File: config.mk
export PLATFORM = sky130hd
export DESIGN_NAME = aas_sequencer
export DESIGN_NICKNAME = d
export VERILOG_FILES = /design/src/rtl/aas_pkg.sv /design/src/rtl/aas_side_select.sv /design/src/rtl/aas_cfg_check.sv /design/src/rtl/aas_size_picker.sv /design/src/rtl/aas_sequencer.sv
export SDC_FILE = /design/constraint.sdc
export NUM_CORES = 1
export LEC_CHECK = 0
export BUFFER_PORTS_ARGS = -buffer_cell sky130_fd_sc_hd__buf_2
export CORE_ASPECT_RATIO = 0.5
export CORE_MARGIN = 4
export CORE_UTILIZATION = 40
export CTS_CLUSTER_DIAMETER = 120
export CTS_CLUSTER_SIZE = 25
export DETAILED_ROUTE_END_ITERATION = 10
export GPL_TIMING_DRIVEN = 0
export PLACE_DENSITY = 0.71
export SLEW_MARGIN = 30
export SYNTH_ARGS = -nofsm -noshare
export SYNTH_HDL_FRONTEND = slang
export SYNTH_SLANG_ARGS = --single-unit
File: constraint.sdc
create_clock -name clk -period 4.9 [get_ports clk]
set_clock_uncertainty 0.05 [all_clocks]
set_input_delay 0.735 -clock clk [delete_from_list [all_inputs] [get_ports clk]]
set_output_delay 0.735 -clock clk [all_outputs]
set_load 0.1 [all_outputs]
File: src/rtl/aas_pkg.sv
// Package: shared size codes and helpers for the auto-alignment sequencer.
// Assumes byte lengths are always 1, 2 or 4.
package aas_pkg;

    typedef enum logic [1:0] {
        SZ_LONG = 2'b00,
        SZ_BYTE = 2'b01,
        SZ_WORD = 2'b10,
        SZ_RSVD = 2'b11
    } size_code_e;

    // Byte width of a size code (reserved maps to 1; it is rejected elsewhere).
    function automatic logic [2:0] code_bytes(input logic [1:0] code);
        case (code)
            2'b00:   return 3'd4;
            2'b10:   return 3'd2;
            default: return 3'd1;
        endcase
    endfunction

    // Size code for a byte width of 1, 2 or 4.
    function automatic logic [1:0] bytes_code(input logic [2:0] nbytes);
        case (nbytes)
            3'd4:    return SZ_LONG;
            3'd2:    return SZ_WORD;
            default: return SZ_BYTE;
        endcase
    endfunction

    // Widest access not above lim that the two low address bits allow.
    function automatic logic [2:0] fit_addr(input logic [1:0] lo, input logic [2:0] lim);
        if (lo[0])          return 3'd1;
        else if (lo[1])     return (lim >= 3'd2) ? 3'd2 : 3'd1;
        else                return lim;
    endfunction

    // Smaller of two byte widths.
    function automatic logic [2:0] min_b(input logic [2:0] a, input logic [2:0] b);
        return (a < b) ? a : b;
    endfunction

    // True when the low address bits are not aligned to the byte width.
    function automatic logic misaligned(input logic [1:0] lo, input logic [2:0] nbytes);
        return ((nbytes == 3'd4) && (lo != 2'b00)) || ((nbytes == 3'd2) && lo[0]);
    endfunction

endpackage

File: src/rtl/aas_side_select.sv
// Leading-side choice: the source leads when its size is at least the
// destination size, else the destination leads. Assumes codes are not reserved
// (reserved codes are rejected by the checker; their value here is harmless).
module aas_side_select
    import aas_pkg::*;
(
    input  logic [1:0] src_size,
    input  logic [1:0] dst_size,
    output logic       src_leads
);

    // Compare byte widths; ties go to the source.
    always_comb begin
        src_leads = (code_bytes(src_size) >= code_bytes(dst_size));
    end

endmodule

File: src/rtl/aas_cfg_check.sv
// Configuration checker evaluated on the start configuration.
// With auto-alignment on, only the non-leading side's address is checked;
// with it off, both addresses and the count are checked against the sizes.
module aas_cfg_check
    import aas_pkg::*;
(
    input  logic       align_en,
    input  logic       src_leads,
    input  logic [1:0] src_lo,
    input  logic [1:0] dst_lo,
    input  logic [1:0] cnt_lo,
    input  logic [1:0] src_size,
    input  logic [1:0] dst_size,
    output logic       err
);

    logic [2:0] src_b;
    logic [2:0] dst_b;
    logic [2:0] big_b;
    logic       rsvd;

    // Derive widths and the reserved-code flag.
    always_comb begin
        src_b = code_bytes(src_size);
        dst_b = code_bytes(dst_size);
        big_b = (src_b > dst_b) ? src_b : dst_b;
        rsvd  = (src_size == SZ_RSVD) || (dst_size == SZ_RSVD);
    end

    // Combine the per-mode checks into one error flag.
    always_comb begin
        if (align_en) begin
            err = rsvd || (src_leads ? misaligned(dst_lo, dst_b)
                                     : misaligned(src_lo, src_b));
        end else begin
            err = rsvd || misaligned(src_lo, src_b) || misaligned(dst_lo, dst_b)
                       || misaligned(cnt_lo, big_b);
        end
    end

endmodule

File: src/rtl/aas_size_picker.sv
// Per-step size selection from the current registers. The leading size
// follows the address while at least 16 bytes remain and the count below
// that; the other side takes the widest access its address and the step allow.
// Assumes the configuration has passed the checker.
module aas_size_picker
    import aas_pkg::*;
#(
    parameter int CNT_W = 16
) (
    input  logic             align_en,
    input  logic             src_leads,
    input  logic [1:0]       src_lo,
    input  logic [1:0]       dst_lo,
    input  logic [1:0]       src_size,
    input  logic [1:0]       dst_size,
    input  logic [CNT_W-1:0] count,
    output logic [2:0]       step_len,
    output logic [1:0]       rd_code,
    output logic [1:0]       wr_code
);

    localparam logic [CNT_W-1:0] ADDR_RULE_MIN = CNT_W'(16);
    localparam logic [CNT_W-1:0] CNT_FOUR      = CNT_W'(4);
    localparam logic [CNT_W-1:0] CNT_TWO       = CNT_W'(2);

    logic [2:0] src_b, dst_b;
    logic [2:0] lead_lim, trail_lim;
    logic [1:0] lead_lo, trail_lo;
    logic [2:0] cnt_b, lead_b, trail_b;

    // Route the leading and trailing side attributes.
    always_comb begin
        src_b     = code_bytes(src_size);
        dst_b     = code_bytes(dst_size);
        lead_lim  = src_leads ? src_b  : dst_b;
        trail_lim = src_leads ? dst_b  : src_b;
        lead_lo   = src_leads ? src_lo : dst_lo;
        trail_lo  = src_leads ? dst_lo : src_lo;
    end

    // Count-based width used for the tail of the block.
    always_comb begin
        if (count >= CNT_FOUR)     cnt_b = 3'd4;
        else if (count >= CNT_TWO) cnt_b = 3'd2;
        else                       cnt_b = 3'd1;
    end

    // Leading width: address rule at 16 bytes and above, count rule below.
    always_comb begin
        if (count >= ADDR_RULE_MIN) lead_b = fit_addr(lead_lo, lead_lim);
        else                        lead_b = min_b(cnt_b, lead_lim);
        trail_b = fit_addr(trail_lo, min_b(trail_lim, lead_b));
    end

    // Produce the step length and the read and write codes for the mode.
    always_comb begin
        if (!align_en) begin
            step_len = (src_b > dst_b) ? src_b : dst_b;
            rd_code  = src_size;
            wr_code  = dst_size;
        end else begin
            step_len = lead_b;
            rd_code  = src_leads ? bytes_code(lead_b)  : bytes_code(trail_b);
            wr_code  = src_leads ? bytes_code(trail_b) : bytes_code(lead_b);
        end
    end

endmodule

File: src/rtl/aas_sequencer.sv
// Top of the auto-alignment size sequencer. Loads a configuration on start
// while idle, offers one sized step per cycle on a valid/ready handshake and
// advances the address and count registers on each accepted step.
// Assumes CNT_W >= 5 so that the 16-byte threshold is representable.
module aas_sequencer
    import aas_pkg::*;
#(
    parameter int ADDR_W = 16,
    parameter int CNT_W  = 16
) (
    input  logic              clk,
    input  logic              rst_n,
    input  logic              start,
    input  logic              cfg_align_en,
    input  logic [ADDR_W-1:0] cfg_src_addr,
    input  logic [ADDR_W-1:0] cfg_dst_addr,
    input  logic [CNT_W-1:0]  cfg_count,
    input  logic [1:0]        cfg_src_size,
    input  logic [1:0]        cfg_dst_size,
    input  logic              cfg_src_inc,
    input  logic              cfg_dst_inc,
    input  logic              step_ready,
    output logic              busy,
    output logic              step_valid,
    output logic [2:0]        step_bytes,
    output logic [1:0]        step_rd_size,
    output logic [1:0]        step_wr_size,
    output logic              align_src,
    output logic [ADDR_W-1:0] src_addr,
    output logic [ADDR_W-1:0] dst_addr,
    output logic [CNT_W-1:0]  bytes_left,
    output logic              done,
    output logic              cfg_err
);

    logic              busy_q, done_q, err_q;
    logic [ADDR_W-1:0] src_q, dst_q;
    logic [CNT_W-1:0]  cnt_q;
    logic [1:0]        ssz_q, dsz_q;
    logic              sinc_q, dinc_q, aen_q;

    logic              lead_src_q;   // leading side of the loaded configuration
    logic              lead_src_in;  // leading side of the start configuration
    logic              chk_err;
    logic [2:0]        len;
    logic              accept;
    logic              src_move, dst_move;

    aas_side_select u_side_now (
        .src_size  (ssz_q),
        .dst_size  (dsz_q),
        .src_leads (lead_src_q)
    );

    aas_side_select u_side_cfg (
        .src_size  (cfg_src_size),
        .dst_size  (cfg_dst_size),
        .src_leads (lead_src_in)
    );

    aas_cfg_check u_check (
        .align_en  (cfg_align_en),
        .src_leads (lead_src_in),
        .src_lo    (cfg_src_addr[1:0]),
        .dst_lo    (cfg_dst_addr[1:0]),
        .cnt_lo    (cfg_count[1:0]),
        .src_size  (cfg_src_size),
        .dst_size  (cfg_dst_size),
        .err       (chk_err)
    );

    aas_size_picker #(.CNT_W(CNT_W)) u_pick (
        .align_en  (aen_q),
        .src_leads (lead_src_q),
        .src_lo    (src_q[1:0]),
        .dst_lo    (dst_q[1:0]),
        .src_size  (ssz_q),
        .dst_size  (dsz_q),
        .count     (cnt_q),
        .step_len  (len),
        .rd_code   (step_rd_size),
        .wr_code   (step_wr_size)
    );

    // Handshake and per-side advance enables (leading side always moves).
    always_comb begin
        accept   = busy_q && step_ready;
        src_move = sinc_q || (aen_q && lead_src_q);
        dst_move = dinc_q || (aen_q && !lead_src_q);
    end

    // Configuration load, step advance and end-of-transfer sequencing.
    always_ff @(posedge clk) begin
        if (!rst_n) begin
            busy_q <= 1'b0;
            done_q <= 1'b0;
            err_q  <= 1'b0;
            src_q  <= '0;
            dst_q  <= '0;
            cnt_q  <= '0;
            ssz_q  <= SZ_BYTE;
            dsz_q  <= SZ_BYTE;
            sinc_q <= 1'b0;
            dinc_q <= 1'b0;
            aen_q  <= 1'b0;
        end else begin
            done_q <= 1'b0;
            if (!busy_q && start) begin
                src_q  <= cfg_src_addr;
                dst_q  <= cfg_dst_addr;
                cnt_q  <= cfg_count;
                ssz_q  <= cfg_src_size;
                dsz_q  <= cfg_dst_size;
                sinc_q <= cfg_src_inc;
                dinc_q <= cfg_dst_inc;
                aen_q  <= cfg_align_en;
                err_q  <= chk_err;
                busy_q <= !chk_err && (cfg_count != '0);
                done_q <= !chk_err && (cfg_count == '0);
            end else if (accept) begin
                if (src_move) src_q <= src_q + ADDR_W'(len);
                if (dst_move) dst_q <= dst_q + ADDR_W'(len);
                cnt_q <= cnt_q - CNT_W'(len);
                if (cnt_q == CNT_W'(len)) begin
                    busy_q <= 1'b0;
                    done_q <= 1'b1;
                end
            end
        end
    end

    // Drive the outputs from the registers.
    always_comb begin
        busy       = busy_q;
        step_valid = busy_q;
        step_bytes = len;
        align_src  = lead_src_q;
        src_addr   = src_q;
        dst_addr   = dst_q;
        bytes_left = cnt_q;
        done       = done_q;
        cfg_err    = err_q;
    end

    // ---------------------------------------------------------------- checks
    assert_step_fits_R9: assert property (@(posedge clk) disable iff (!rst_n)
        step_valid |-> (step_bytes != 3'd0) && (CNT_W'(step_bytes) <= bytes_left))
        else $error("step longer than remaining count");

    assert_count_drop_R9: assert property (@(posedge clk) disable iff (!rst_n)
        (step_valid && step_ready) |=> bytes_left == $past(bytes_left) - CNT_W'($past(step_bytes)))
        else $error("count did not drop by the step length");

    assert_lead_moves_R3: assert property (@(posedge clk) disable iff (!rst_n)
        (step_valid && step_ready && aen_q && align_src)
        |=> src_addr == $past(src_addr) + ADDR_W'($past(step_bytes)))
        else $error("leading source address did not advance");

    assert_err_no_step_R7: assert property (@(posedge clk) disable iff (!rst_n)
        cfg_err |-> !step_valid)
        else $error("step offered after a configuration error");

    assert_no_rsvd_code_R1: assert property (@(posedge clk) disable iff (!rst_n)
        step_valid |-> (step_rd_size != SZ_RSVD) && (step_wr_size != SZ_RSVD))
        else $error("reserved size code offered");

    assert_hold_R11: assert property (@(posedge clk) disable iff (!rst_n)
        (step_valid && !step_ready) |=> step_valid && $stable(bytes_left) && $stable(step_bytes)
                                        && $stable(src_addr) && $stable(dst_addr))
        else $error("stalled step changed");

endmodule

==> results.md, run 1 <==
Timing:
- The final hold violation count is 0.
- The setup violation total in the final timing report is 4.
- The number of max-slew violations in the final report came to 0.
- Setup repair after global routing could not meet its margin everywhere.
- The maximum frequency from static timing analysis is 193.6 MHz.
- The worst pin sits at a relative slew slack of 0.5223.
- For the pin with the worst max-slew slack, the measured transition is 0.7166 ns.
- The tightest hold path in the finished design has a slack of 0.4123 ns.
- The share of the clock period used by the worst path after layout is 1.054.
- After layout, the worst setup slack is -0.2647 ns.
- The post-route minimum period is 5.165 ns.

Yosys:
- For this run, the leading register cell type out of synthesis is dfxtp_1.
- The number of instances in the synthesized netlist is 582.
- The number of flops mapped to enable cells by yosys is 0.
- The share of the Yosys chip area taken by registers is 0.2751.
- The share of synthesized area in the top cell type comes to 0.2751.
- Of all flip-flops after synthesis, the portion carrying an async set or reset was 0.
- A synthesized cell averages 7.251 um^2.
- The number of register bits inferred by synthesis is 58.
- The total of warnings raised by yosys is 0.
- The number of nets handed over by synthesis was 665.
- The cell type contributing the most total cell area after synthesis is dfxtp_1.
- Ranked by total cell area, the synthesized netlist is headed by dfxtp_1 28%, a21oi_1 7.8%, nor2_1 6.9%, ha_1 6.2%, nand2_1 4.9%.
- The distinct cell type count after synthesis is 58.
- The mapped netlist covers 0.004220 mm^2.

Setup path:
- The critical-path cell with the highest stage delay is dfxtp_4.
- Traced cell by cell, the critical path runs through nor2b_4 > inv_2 > ha_4 > a21o_1 > a31o_4 > mux2_4 > ha_4 > inv_4 > a21oi_4 > o311a_1 > a21oi_4 > ha_4 > a21oi_2 > o211ai_1 > o31ai_2 > mux2i_2 > buf_4 > nand3b_1 > a31oi_4 > buf_12.
- For the worst setup path, the data arrival time is 4.38 ns.
- The nature of the critical path startpoint is a register.
- The peak per-stage delay on the critical path is 0.38 ns.
- STA classifies the critical path endpoint as a primary output.
- The maximum fanout encountered on the critical timing path is 4.
- The type of the setup path with the least slack is reg2out.
- The most numerous cell type found on the critical path is ha_4.
- STA puts the critical path data required time at 4.12 ns.

Layout:
- The footprint of the multi-input gates is 0.003318 mm^2.
- The ratio of cells with drive above 1 in the final layout is 0.3587.
- At the end of the flow the core is filled with cells to 0.6038.
- The layout overhead on the synthesized area is 46.61%.
- Once layout is done, the placed cells without fillers occupy 0.006187 mm^2.
- The final net count is 828.
- The antenna cell count is 0.
- Registers take 0.001197 mm^2.
- The final-layout fill cell count is 931.

Clock network:
- Clock-pin slew was measured on the worst setup and hold paths at 0.05 ns.
- The number of H-tree branching levels is 3.
- The clock sink total is 58.
- The clock latency on the worst-skew pair is 0.33 ns.
- The master cell of the clock root buffer is clkbuf_16.
- For this design, the CTS-stage hold fixing added 0 buffers.
- The TritonCTS clock tree is built.
- Clock tree synthesis inserted a total of 9 buffers.
- The buffer levels on the longest clock path is 2.

Floorplan:
- The floorplan die area is 0.01236 mm^2.
- In this run the horizontal extent of the chip is 153.3 um.
- After floorplanning, the core was divided into 26 placement rows.
- The effective utilization at floorplan is 0.4118.
- The placeable core area is 0.01025 mm^2.
- The boundary pin count is 119.
- The floorplan step set the die height to 80.63 um.

Outcome:
- The flow ran to the end, but the final reports show violations.
- The final reports fail on negative setup slack.

Pwr:
- The areal power density over the cells is 380.5 mW/mm^2.
- The leakage dissipation is 2.578 nW.
- The maximum vdd ir drop is 0.0001974 V.
- Power comes to 2.354 mW.

Drt:
- The routed wire length is 16.10 mm.
- For this block, the via count after detailed routing is 5230.
- The number of DRC markers after the initial detailed-route iteration is 408.
- The first-pass iteration count of the detailed router is 5.
- The number of design rule violations left after detail routing is 0.
- The final antenna-violating net count is 0.
- The via count normalized by instance count is 5.876.
- Dividing the detail-routed wire length by the instance count gives 18.09 um.

Placed design:
- The number of input and output port buffers inserted is 117.
- Summing all placed instances gives a cell area of 0.005171 mm^2.
- The final HPWL from detailed placement is 11.13 mm.
- The congestion estimate from routability-driven global placement came to 0.8873.
- Prior to clock tree synthesis, the placed netlist has a worst setup slack of -0.5711 ns.

GRT:
- The total congestion overflow after global routing is 0.
- The first global-routing pass estimated 24.73 mm of wire.
- The number of global-route vias before repair is 4946.
- The number of antenna violations at the first check in global routing came to 0.
- Entering global routing, the biggest net connects 12 pins.
- The all-layer global routing usage is 0.2470.

Hold path:
- The path class of the tightest hold or removal check is reg2reg.

Flow run:
- Across the run, the number of max-cap violations was 0.
power breakdown:
group,internal [mW],switching [mW],total (mW)
Clock,0.438,0.238,0.676
Sequential,0.514,0.0636,0.577
Combinational,0.341,0.759,1.10
Total,1.29,1.06,2.35
critical path, delay by kind of cell (launching register included):
kind	cells	cell delay, ns
AO/OA/AOI/OAI	9	1.63
adder cells (fa/ha/maj)	3	0.63
multiplexers	2	0.61
buffers and inverters	4	0.47
flip-flops	1	0.38
AND/OR/NAND/NOR	2	0.32
area by class of cell:
cell class	instances	share of cell area
buffer	36	0.02487
timing repair buffer	153	0.1486
inverter	25	0.01598
tap	140	0.02831
multi-input combinational	462	0.5363
clock inverter	5	0.009707
sequential	58	0.1935
clock buffer	11	0.04267
metrics by stage:
step,TNS (ns),instances
6_report,-0.9415,890
5_1_grt,-1.709,890
4_1_cts,-0.4858,875
3_5_place_dp,-3.300,839
3_3_place_gp,-2.833,839
2_1_floorplan,-0.5807,582
cell usage after synthesis (10+ instances only):
master    count
a21oi_1      66
nand2_1      55
dfxtp_1      58
a22oi_1      10
a211oi_1     14
nor2_1       78
clkbuf_1     33
nand3_1      22
o21ai_0      33
nor3_1       11
inv_1        23
ha_1         21
repair_timing:
| action | 4_1_cts | 5_1_grt |
|---|---|---|
| gates resized for setup | 61 | 50 |
| pin swaps | 24 | 17 |
| setup buffers | 20 | 16 |
| gates cloned | 0 | 0 |
| setup endpoints to repair | 16 | 19 |
per-layer routing:
layer,global-route usage,part of all wire,up-vias
met1,0.3176,0.43,2476
met5,0,0,-
met3,0.04629,0.076,37
met4,0.07822,0.019,0
met2,0.4228,0.47,250
li1,-,-,2467
cell usage in the layout (no fill, tap or decap), types with 5 or more instances in the layout:
cell type and count:
buf_2 113, nor2_1 71, a21oi_1 59, nand2_1 53
dfxtp_1 43, buf_4 37, o21ai_0 31, clkbuf_1 29
nand3_1 21, inv_1 19, a211oi_1 14, ha_1 12
a22oi_1 10, clkbuf_16 10, nor3_1 9, o211ai_1 8
dfxtp_2 8, o31ai_1 7, a311oi_1 7, and3_1 7
ha_4 7, dfxtp_4 7, mux2i_1 5, nor2_2 5
a21oi_4 5, nor2b_1 5, and2_1 5, nor4_1 5
worst paths after layout:
kind | endpoint | startpoint | slack, ns | cells past startpoint
worst max-delay path | step_rd_size[0] | dsz_q[1]$_SDFFE_PN0P_ | -0.26 | 20
worst min-delay path | dinc_q$_SDFFE_PN0P_ | dinc_q$_SDFFE_PN0P_ | 0.41 | 2
worst max register to register | bytes_left[13]$_SDFFE_PN0P_ | dsz_q[1]$_SDFFE_PN0P_ | 0.17 | 23
worst min register to register | dinc_q$_SDFFE_PN0P_ | dinc_q$_SDFFE_PN0P_ | 0.41 | 2
logic make-up (layout without fill, tap and decap cells):
| family | after synthesis | after routing | share of synthesized area |
|---|---|---|---|
| simple gates | 226 | 226 | 0.2562 |
| buf+inv | 62 | 230 | 0.05603 |
| compound gates | 196 | 196 | 0.2994 |
| fa+ha+maj | 24 | 24 | 0.07649 |
| flops | 58 | 58 | 0.2751 |
| xor+xnor | 6 | 6 | 0.01245 |
| mux | 10 | 10 | 0.02431 |
flip-flops by register name (all words and copies together) (netlist names):
name	cells
aen_q	1
dst_addr	16
bytes_left	16
ssz_q	2
dinc_q	1
dsz_q	2
src_addr	16
done	1
busy	1
cfg_err	1
sinc_q	1
Note: power is estimated with default switching activity, not from simulation.
==> run 2, diff against run 1 <==
--- a/config.mk
+++ b/config.mk
@@ -8,12 +8,12 @@
 export BUFFER_PORTS_ARGS = -buffer_cell sky130_fd_sc_hd__buf_2
 export CORE_ASPECT_RATIO = 0.5
 export CORE_MARGIN = 4
-export CORE_UTILIZATION = 40
+export CORE_UTILIZATION = 41
 export CTS_CLUSTER_DIAMETER = 120
 export CTS_CLUSTER_SIZE = 25
 export DETAILED_ROUTE_END_ITERATION = 10
 export GPL_TIMING_DRIVEN = 0
-export PLACE_DENSITY = 0.71
+export PLACE_DENSITY = 0.73
 export SLEW_MARGIN = 30
 export SYNTH_ARGS = -nofsm -noshare
 export SYNTH_HDL_FRONTEND = slang
==> constraint.sdc (replaced) <==
create_clock -name clk -period 4.6 [get_ports clk]
set_clock_uncertainty 0.05 [all_clocks]
set_input_delay 0.69 -clock clk [delete_from_list [all_inputs] [get_ports clk]]
set_output_delay 0.69 -clock clk [all_outputs]
set_load 0.1 [all_outputs]
==> run 2 against run 1 <==
The run still ends with negative setup slack left; global-route usage increased by 1.2 points; sequential share of layout area decreased by 1.3 points; highest routed layer unchanged; flip-flop and latch count unchanged; final area increased by 7.5%; register-to-register slack got worse by 0.44 ns; cell count increased by 1.5%; total power increased by 14%; largest power group unchanged.
==> results.md, run 2 (synthesis results as in run 1) <==
Hold path:
- The tightest min-delay check is of the reg2reg type.
- The depth of the worst hold-timing path is 2.

Setup path:
- The worst setup path is captured at a primary output.
- Along the worst path, the maximum fanout reaches 5.
- Data arrives at the worst endpoint at 4.28 ns.
- The critical path is of the reg2out type.
- The required time of the critical path is 3.86 ns.
- Measured in cells, the most critical reg-to-reg path has a length of 26.
- The nature of the critical path startpoint is a register.

Drt:
- The number of design rule violations left after detail routing is 0.
- The number of DRC markers after the initial detailed-route iteration is 503.
- The vias after detailed routing is 5435.
- The final antenna-violating net count is 0.
- The routed wire length is 16.84 mm.
- In the routed layout, each cell is associated on average with a via count of 6.019.
- After detailed routing, the average wire length per cell comes to 18.65 um.
- The first-pass iteration count of the detailed router is 7.

Floorplan:
- The total area inside the core boundary comes to 0.009728 mm^2.
- The vertical die dimension is 79.74 um.
- The placement row count is 25.
- 119 I/O pins were placed.
- The floorplan die area is 0.01208 mm^2.
- Measured along the x axis, the die boundary spans 151.5 um.
- For this configuration, the core starts out at a cell density of 0.4338.

Clock network:
- The TritonCTS clock tree is built.
- The clock latency on the worst-skew pair is 0.34 ns.
- Clock-pin slew was measured on the worst setup and hold paths at 0.05 ns.
- In this run the deepest clock path goes through 2 buffers.
- The tree is rooted in a clkbuf_16.
- The number of H-tree branching levels is 3.
- The clock drives 58 sinks.
- The CTS buffer count is 9.

Pwr:
- The switching share of power is 0.4314.
- The clock share of power is 0.310.
- The areal power density over the cells is 405.2 mW/mm^2.
- IR analysis of the VDD net gives a maximum drop of 0.0002059 V.
- The share of power burned in combinational logic is 0.459.
- Cell internal power was estimated by the tool at 1.532 mW.
- The leakage dissipation is 2.721 nW.
- The portion of total power attributed to sequential cells is 0.231.
- Summed over all nets, the switching power comes to 1.163 mW.

Outcome:
- The final reports fail on negative setup slack.
- The run finished, with violations left.

Layout:
- From synthesis to final layout, the design area changed by 57.57%.
- The final layout contains 846 nets.
- The library cell used most frequently in the layout, excluding fill and tap cells, is buf_2.
- The final-layout fill cell count is 737.
- The utilization after layout is 0.6836.
- The sequential standard cell area is 0.001200 mm^2.
- After routing the design area is 0.006650 mm^2.
- The count of placed standard cells in the final layout, fillers left out is 903.
- The ratio of cells with drive above 1 in the final layout is 0.4297.
- The number of antenna diodes in the final layout is 0.
- Summing all multi-input logic gate instances after layout gives 0.003578 mm^2.
- The top cell types in the final layout, fill and taps aside, are 112 x buf_2, 72 x nor2_1, 54 x nand2_1, 52 x buf_4, 51 x a21oi_1.

Timing:
- Setup violations remaining at the end of the flow were counted as 23.
- The final hold violation count is 0.
- The number of max-slew violations in the final report is 0.
- The summed negative setup slack over all endpoints is -4.203 ns.
- The worst slew slack as a fraction of its limit is 0.4990.
- Of the available clock period, the critical path in the final layout requires 1.092.
- The maximum frequency from static timing analysis is 199.0 MHz.
- The worst-margin pin slew is 0.7515 ns.
- The worst setup slack after layout is -0.4242 ns.
- Setup repair after global routing could not meet its margin everywhere.
- The post-route minimum period is 5.024 ns.

Flow run:
- Across the run, the number of max-cap violations was 0.

GRT:
- Entering global routing, the biggest net connects 12 pins.
- The number of antenna violations at the first check in global routing came to 0.
- The number of global-route vias before repair is 4816.
- For this run, global-route usage on met1 was measured as 0.3556.
- The first global-routing pass estimated 25.00 mm of wire.
- The met3 layer usage reported by global route is 0.04878.
- The total overflow left after global routing is 0.
- In the global route stage, met2 resource usage came out at 0.4201.
- In the global route stage, overall resource usage came out at 0.2587.
- The most used routing layer in global routing is met2.

Placed design:
- The total placed instance area is 0.005211 mm^2.
- Routability-driven placement finished with a final weighted congestion of 0.8734.
- The number of placed instances with taps included is 834.
- The number of input and output port buffers inserted is 117.
- The HPWL after detailed placement is 11.09 mm.
## run 2: routing by layer
metal | part of all wire | vias up
li1 | - | 2508
met1 | 0.43 | 2621
met2 | 0.47 | 263
met3 | 0.083 | 43
met4 | 0.019 | 0
met5 | 0 | -
## run 2: per-stage QoR
step / hold WS, ns / power [mW] / setup slack [ns]
after floorplan: 0.3861 / 1.403 / -0.3967
after global placement: 0.3977 / 1.593 / -0.7833
after detailed placement: 0.4011 / 1.610 / -0.8139
after CTS: 0.4172 / 2.557 / -0.4343
after global routing: 0.4329 / 2.797 / -0.5764
final: 0.4141 / 2.695 / -0.4242
## run 2: layout make-up
| type | instances | share of cell area |
|---|---|---|
| plain buffers | 35 | 0.02295 |
| clock buffers | 11 | 0.03970 |
| clock inverters | 5 | 0.01599 |
| inverters | 25 | 0.01449 |
| multi-input cells | 462 | 0.5381 |
| flip-flops and latches | 58 | 0.1804 |
| well taps | 135 | 0.02540 |
| repair buffers | 172 | 0.1629 |
## run 2: path summary, 6_finish.rpt
path / slack, ns / end / start
setup / recovery: -0.42 / step_rd_size[0] / dsz_q[1]$_SDFFE_PN0P_
hold / removal: 0.41 / dinc_q$_SDFFE_PN0P_ / dinc_q$_SDFFE_PN0P_
hold reg to reg: 0.41 / dinc_q$_SDFFE_PN0P_ / dinc_q$_SDFFE_PN0P_
setup reg to reg: -0.27 / src_addr[15]$_SDFFE_PN0P_ / dsz_q[1]$_SDFFE_PN0P_
## run 2: power groups by stage
stage | clock [mW] | sequential, mW | combinational [mW]
floorplan | 0 | 0.873 | 0.530
global placement | 0 | 0.618 | 0.975
detailed placement | 0 | 0.619 | 0.991
CTS | 0.836 | 0.612 | 1.11
global route | 0.863 | 0.629 | 1.31
finish | 0.835 | 0.623 | 1.24
## run 2: timing repair
item / 4_1_cts / 5_1_grt
cloned: 0 / 0
gates resized for setup: 64 / 92
setup endpoints to repair: 23 / 31
hold buffers: 0 / 0
pin swaps: 26 / 49
buffers inserted: 26 / 29
## run 2: worst max-delay path, cell delays in order (launching register included)
cell and delay (ns):
dfxtp_4 0.36, nor2_4 0.13, inv_2 0.06, ha_4 0.23
a21o_1 0.22, a31o_4 0.23, mux2_4 0.33, ha_4 0.30
inv_2 0.04, a21oi_2 0.13, o311a_1 0.24, a21oi_4 0.06
ha_4 0.18, a21oi_2 0.10, o211ai_1 0.12, o31ai_2 0.26
mux2i_2 0.24, buf_4 0.17, nand3b_1 0.12, a31oi_4 0.21
buf_12 0.20
==> run 3, diff against run 2 <==
==> constraint.sdc (replaced) <==
create_clock -name clk -period 4.6 [get_ports clk]
set_clock_uncertainty 0.05 [all_clocks]
set_input_delay 0.69 -clock clk [delete_from_list [all_inputs] [get_ports clk]]
set_output_delay 0.69 -clock clk [all_outputs]
set_load 0.01 [all_outputs]
==> run 3 against run 2 <==
The flow still finishes with violations (negative setup slack); clock power down 6.7%; final area down 5.9%; critical path depth down 1; combinational power down 35%; total power down 18%; first-iteration DRC count up 2.2%; worst hold slack worse by 0.00070 ns; cell count down 1.1%; sequential power about the same; critical path type unchanged.
==> results.md, run 3 (synthesis results as in run 1) <==
Outcome:
- The checks that failed: negative setup slack.
- The run finished, with violations left.

Hold path:
- The worst hold-check path type is reg2reg.

Layout:
- The final net count is 836.
- At the end of the flow the core is filled with cells to 0.6431.
- The ratio of cells with drive above 1 in the final layout is 0.3826.
- After filler insertion, the fill cell instance count of the layout stands at 808.
- In the layout the commonest cells are 118 x buf_2, 71 x nor2_1, 55 x a21oi_1, 53 x nand2_1, 51 x dfxtp_1.
- The antenna cell count is 0.
- The layout overhead on the synthesized area is 48.24%.
- The library cell used most frequently in the layout, excluding fill and tap cells, is buf_2.

Floorplan:
- In this run the standard cell core region covers 0.009728 mm^2.
- The vertical die dimension is 79.74 um.
- The die covers 0.01208 mm^2.
- The floorplan die width is 151.5 um.
- The effective utilization at floorplan is 0.4338.
- The boundary pin count is 119.
- The placement row count is 25.

Placed design:
- The post-place setup slack is -0.6176 ns.
- The final HPWL from detailed placement is 10.98 mm.
- At the end of routability-driven placement, the weighted congestion stood at 0.9426.
- The count of buffers added on input and output ports is 117.

Flow run:
- The number of violations of the max-capacitance limit is 0.

Clock network:
- In this run, CTS created clock tree buffers numbering 9.
- The clock slew seen by the registers of the worst setup and hold paths is 0.05 ns.
- In this run the number of H-tree levels came out at 3.
- The cell sitting at the root of the clock tree is a clkbuf_16.
- The TritonCTS clock tree is built.
- The clock sink total is 58.
- In this run the deepest clock path goes through 2 buffers.
- The clock latency on the worst-skew pair is 0.33 ns.

Pwr:
- For this design the total switching power over the nets is 0.7812 mW.
- The final total power is 2.205 mW.
- In this run the static leakage power is 2.589 nW.
- Across the VDD grid, the largest voltage drop is 0.0002213 V.
- Cell internal power was estimated by the tool at 1.424 mW.
- The portion of total power attributed to sequential cells is 0.281.
- The clock share of power is 0.353.
- Of the total power, combinational logic draws 0.366.
- The switching share of power is 0.3542.
- The areal power density over the cells is 352.5 mW/mm^2.

Drt:
- The final antenna-violating net count is 0.
- After detailed routing, the average wire length per cell comes to 18.19 um.
- The first-pass iteration count of the detailed router is 5.
- The number of DRC markers after the initial detailed-route iteration is 514.
- The vias after detailed routing is 5361.
- The routed design has 16.24 mm of wire.
- Dividing the detail-routed via count by the number of cells gives 6.003.
- The number of design rule violations left after detail routing is 0.

Timing:
- The final hold violation count is 0.
- Static timing analysis puts the maximum clock frequency at 204.9 MHz.
- Setup violations remaining at the end of the flow were counted as 12.
- Setup repair after global routing could not meet its margin everywhere.
- At the pin with the least slew margin, the transition time is 0.7440 ns.
- The share of the clock period used by the worst path after layout is 1.061.
- Setup total negative slack on the finished layout was measured at -1.781 ns.
- The number of max-slew violations in the final report came to 0.
- The post-route minimum period is 4.881 ns.
- The worst slew slack as a fraction of its limit is 0.5040.
- The worst setup slack after layout is -0.2807 ns.
- Hold timing on the final database bottoms out at a slack of 0.4134 ns.

GRT:
- In the global route stage, overall resource usage came out at 0.2522.
- The number of antenna violations at the first check in global routing is 0.
- The first global-routing pass estimated 24.45 mm of wire.
- The pin count of the biggest net entering global routing is 12.
- The total congestion overflow after global routing is 0.
- The number of global-route vias before repair was 4874.

Setup path:
- The arrival time at the worst endpoint is 4.14 ns.
- The worst flop-to-flop path startpoint is dsz_q[1]$_SDFFE_PN0P_.
- Tracing the worst setup path back leads to its startpoint at dsz_q[1]$_SDFFE_PN0P_.
- The type of the setup path with the least slack is reg2out.
- The worst setup path is captured at a primary output.
- STA classifies the critical path startpoint as a register.
- The maximum fanout encountered on the critical timing path is 4.
- The required time of the critical path is 3.86 ns.
- Across all register-to-register paths, the minimum setup slack is -0.25 ns.
- The critical path ends at step_wr_size[1].
- The number of cells on the worst reg-to-reg path is 25.
- The end of the worst register-to-register path is src_addr[15]$_SDFFE_PN0P_.
-- run 3: cell types whose count changed in the layout (fill, tap and decap cells not counted), sizes merged --
cell      delta
buf          -9
clkbuf       -2
clkinvlp     +1
-- run 3: what timing repair did --
item,CTS,global route
hold buffers,0,0
buffers inserted,19,25
pin swaps,22,24
setup endpoints to repair,32,27
resized for setup,57,88
-- run 3: area by class of cell --
| class | count | area (um^2) | share of cell area |
|---|---|---|---|
| Buffer | 36 | 148.9 | 0.02380 |
| Clock buffer | 10 | 229.0 | 0.03660 |
| Clock inverter | 6 | 113.9 | 0.01820 |
| Inverter | 25 | 98.84 | 0.01580 |
| Multi-Input combinational cell | 462 | 3377 | 0.5398 |
| Sequential cell | 58 | 1177 | 0.1882 |
| Tap cell | 135 | 168.9 | 0.02700 |
| Timing Repair Buffer | 161 | 942.2 | 0.1506 |
-- run 3: metal layers --
metal  routed length, um  share of wire  global-route usage
met4                 246          0.015             0.06148
met1                6980           0.43              0.3466
met2                7796           0.48              0.4179
met3                1217          0.075             0.03573
met5                   0              0                   0
-- run 3: power by group through the flow --
stage,clock network (mW),registers (mW),logic [mW]
4_1_cts,0.775,0.608,0.683
3_5_place_dp,0,0.615,0.600
6_report,0.779,0.621,0.806
3_3_place_gp,0,0.613,0.590
2_1_floorplan,0,0.616,0.399
5_1_grt,0.802,0.627,0.870
-- run 3: worst min-delay path by stage --
stage                                  start                       end  depth (start not counted)
finish                   dinc_q$_SDFFE_PN0P_       dinc_q$_SDFFE_PN0P_                          2
detailed placement       dinc_q$_SDFFE_PN0P_       dinc_q$_SDFFE_PN0P_                          2
global route        src_addr[2]$_SDFFE_PN0P_  src_addr[2]$_SDFFE_PN0P_                          2
global placement         dinc_q$_SDFFE_PN0P_       dinc_q$_SDFFE_PN0P_                          2
floorplan                dinc_q$_SDFFE_PN0P_       dinc_q$_SDFFE_PN0P_                          2
CTS                      sinc_q$_SDFFE_PN0P_       sinc_q$_SDFFE_PN0P_                          2
-- run 3: worst max-delay path: stages (launching register included) --
cell	delay (ns)
dfxtp_4	0.37
nor2b_4	0.17
inv_2	0.07
ha_4	0.15
a21o_1	0.21
a31o_2	0.24
mux2_4	0.35
ha_4	0.27
inv_4	0.06
nand2_1	0.05
o311a_1	0.32
a21oi_4	0.18
ha_4	0.17
a21oi_2	0.05
o211ai_1	0.14
nor4b_2	0.48
nor4_2	0.12
a31oi_1	0.19
a21oi_1	0.08
buf_2	0.14
-- run 3: per-stage QoR --
stage	std cells	area, um^2
final	893	6256
after global placement	834	5004
after CTS	869	5710
after floorplan	582	4249
after detailed placement	834	5004
after global routing	893	6256
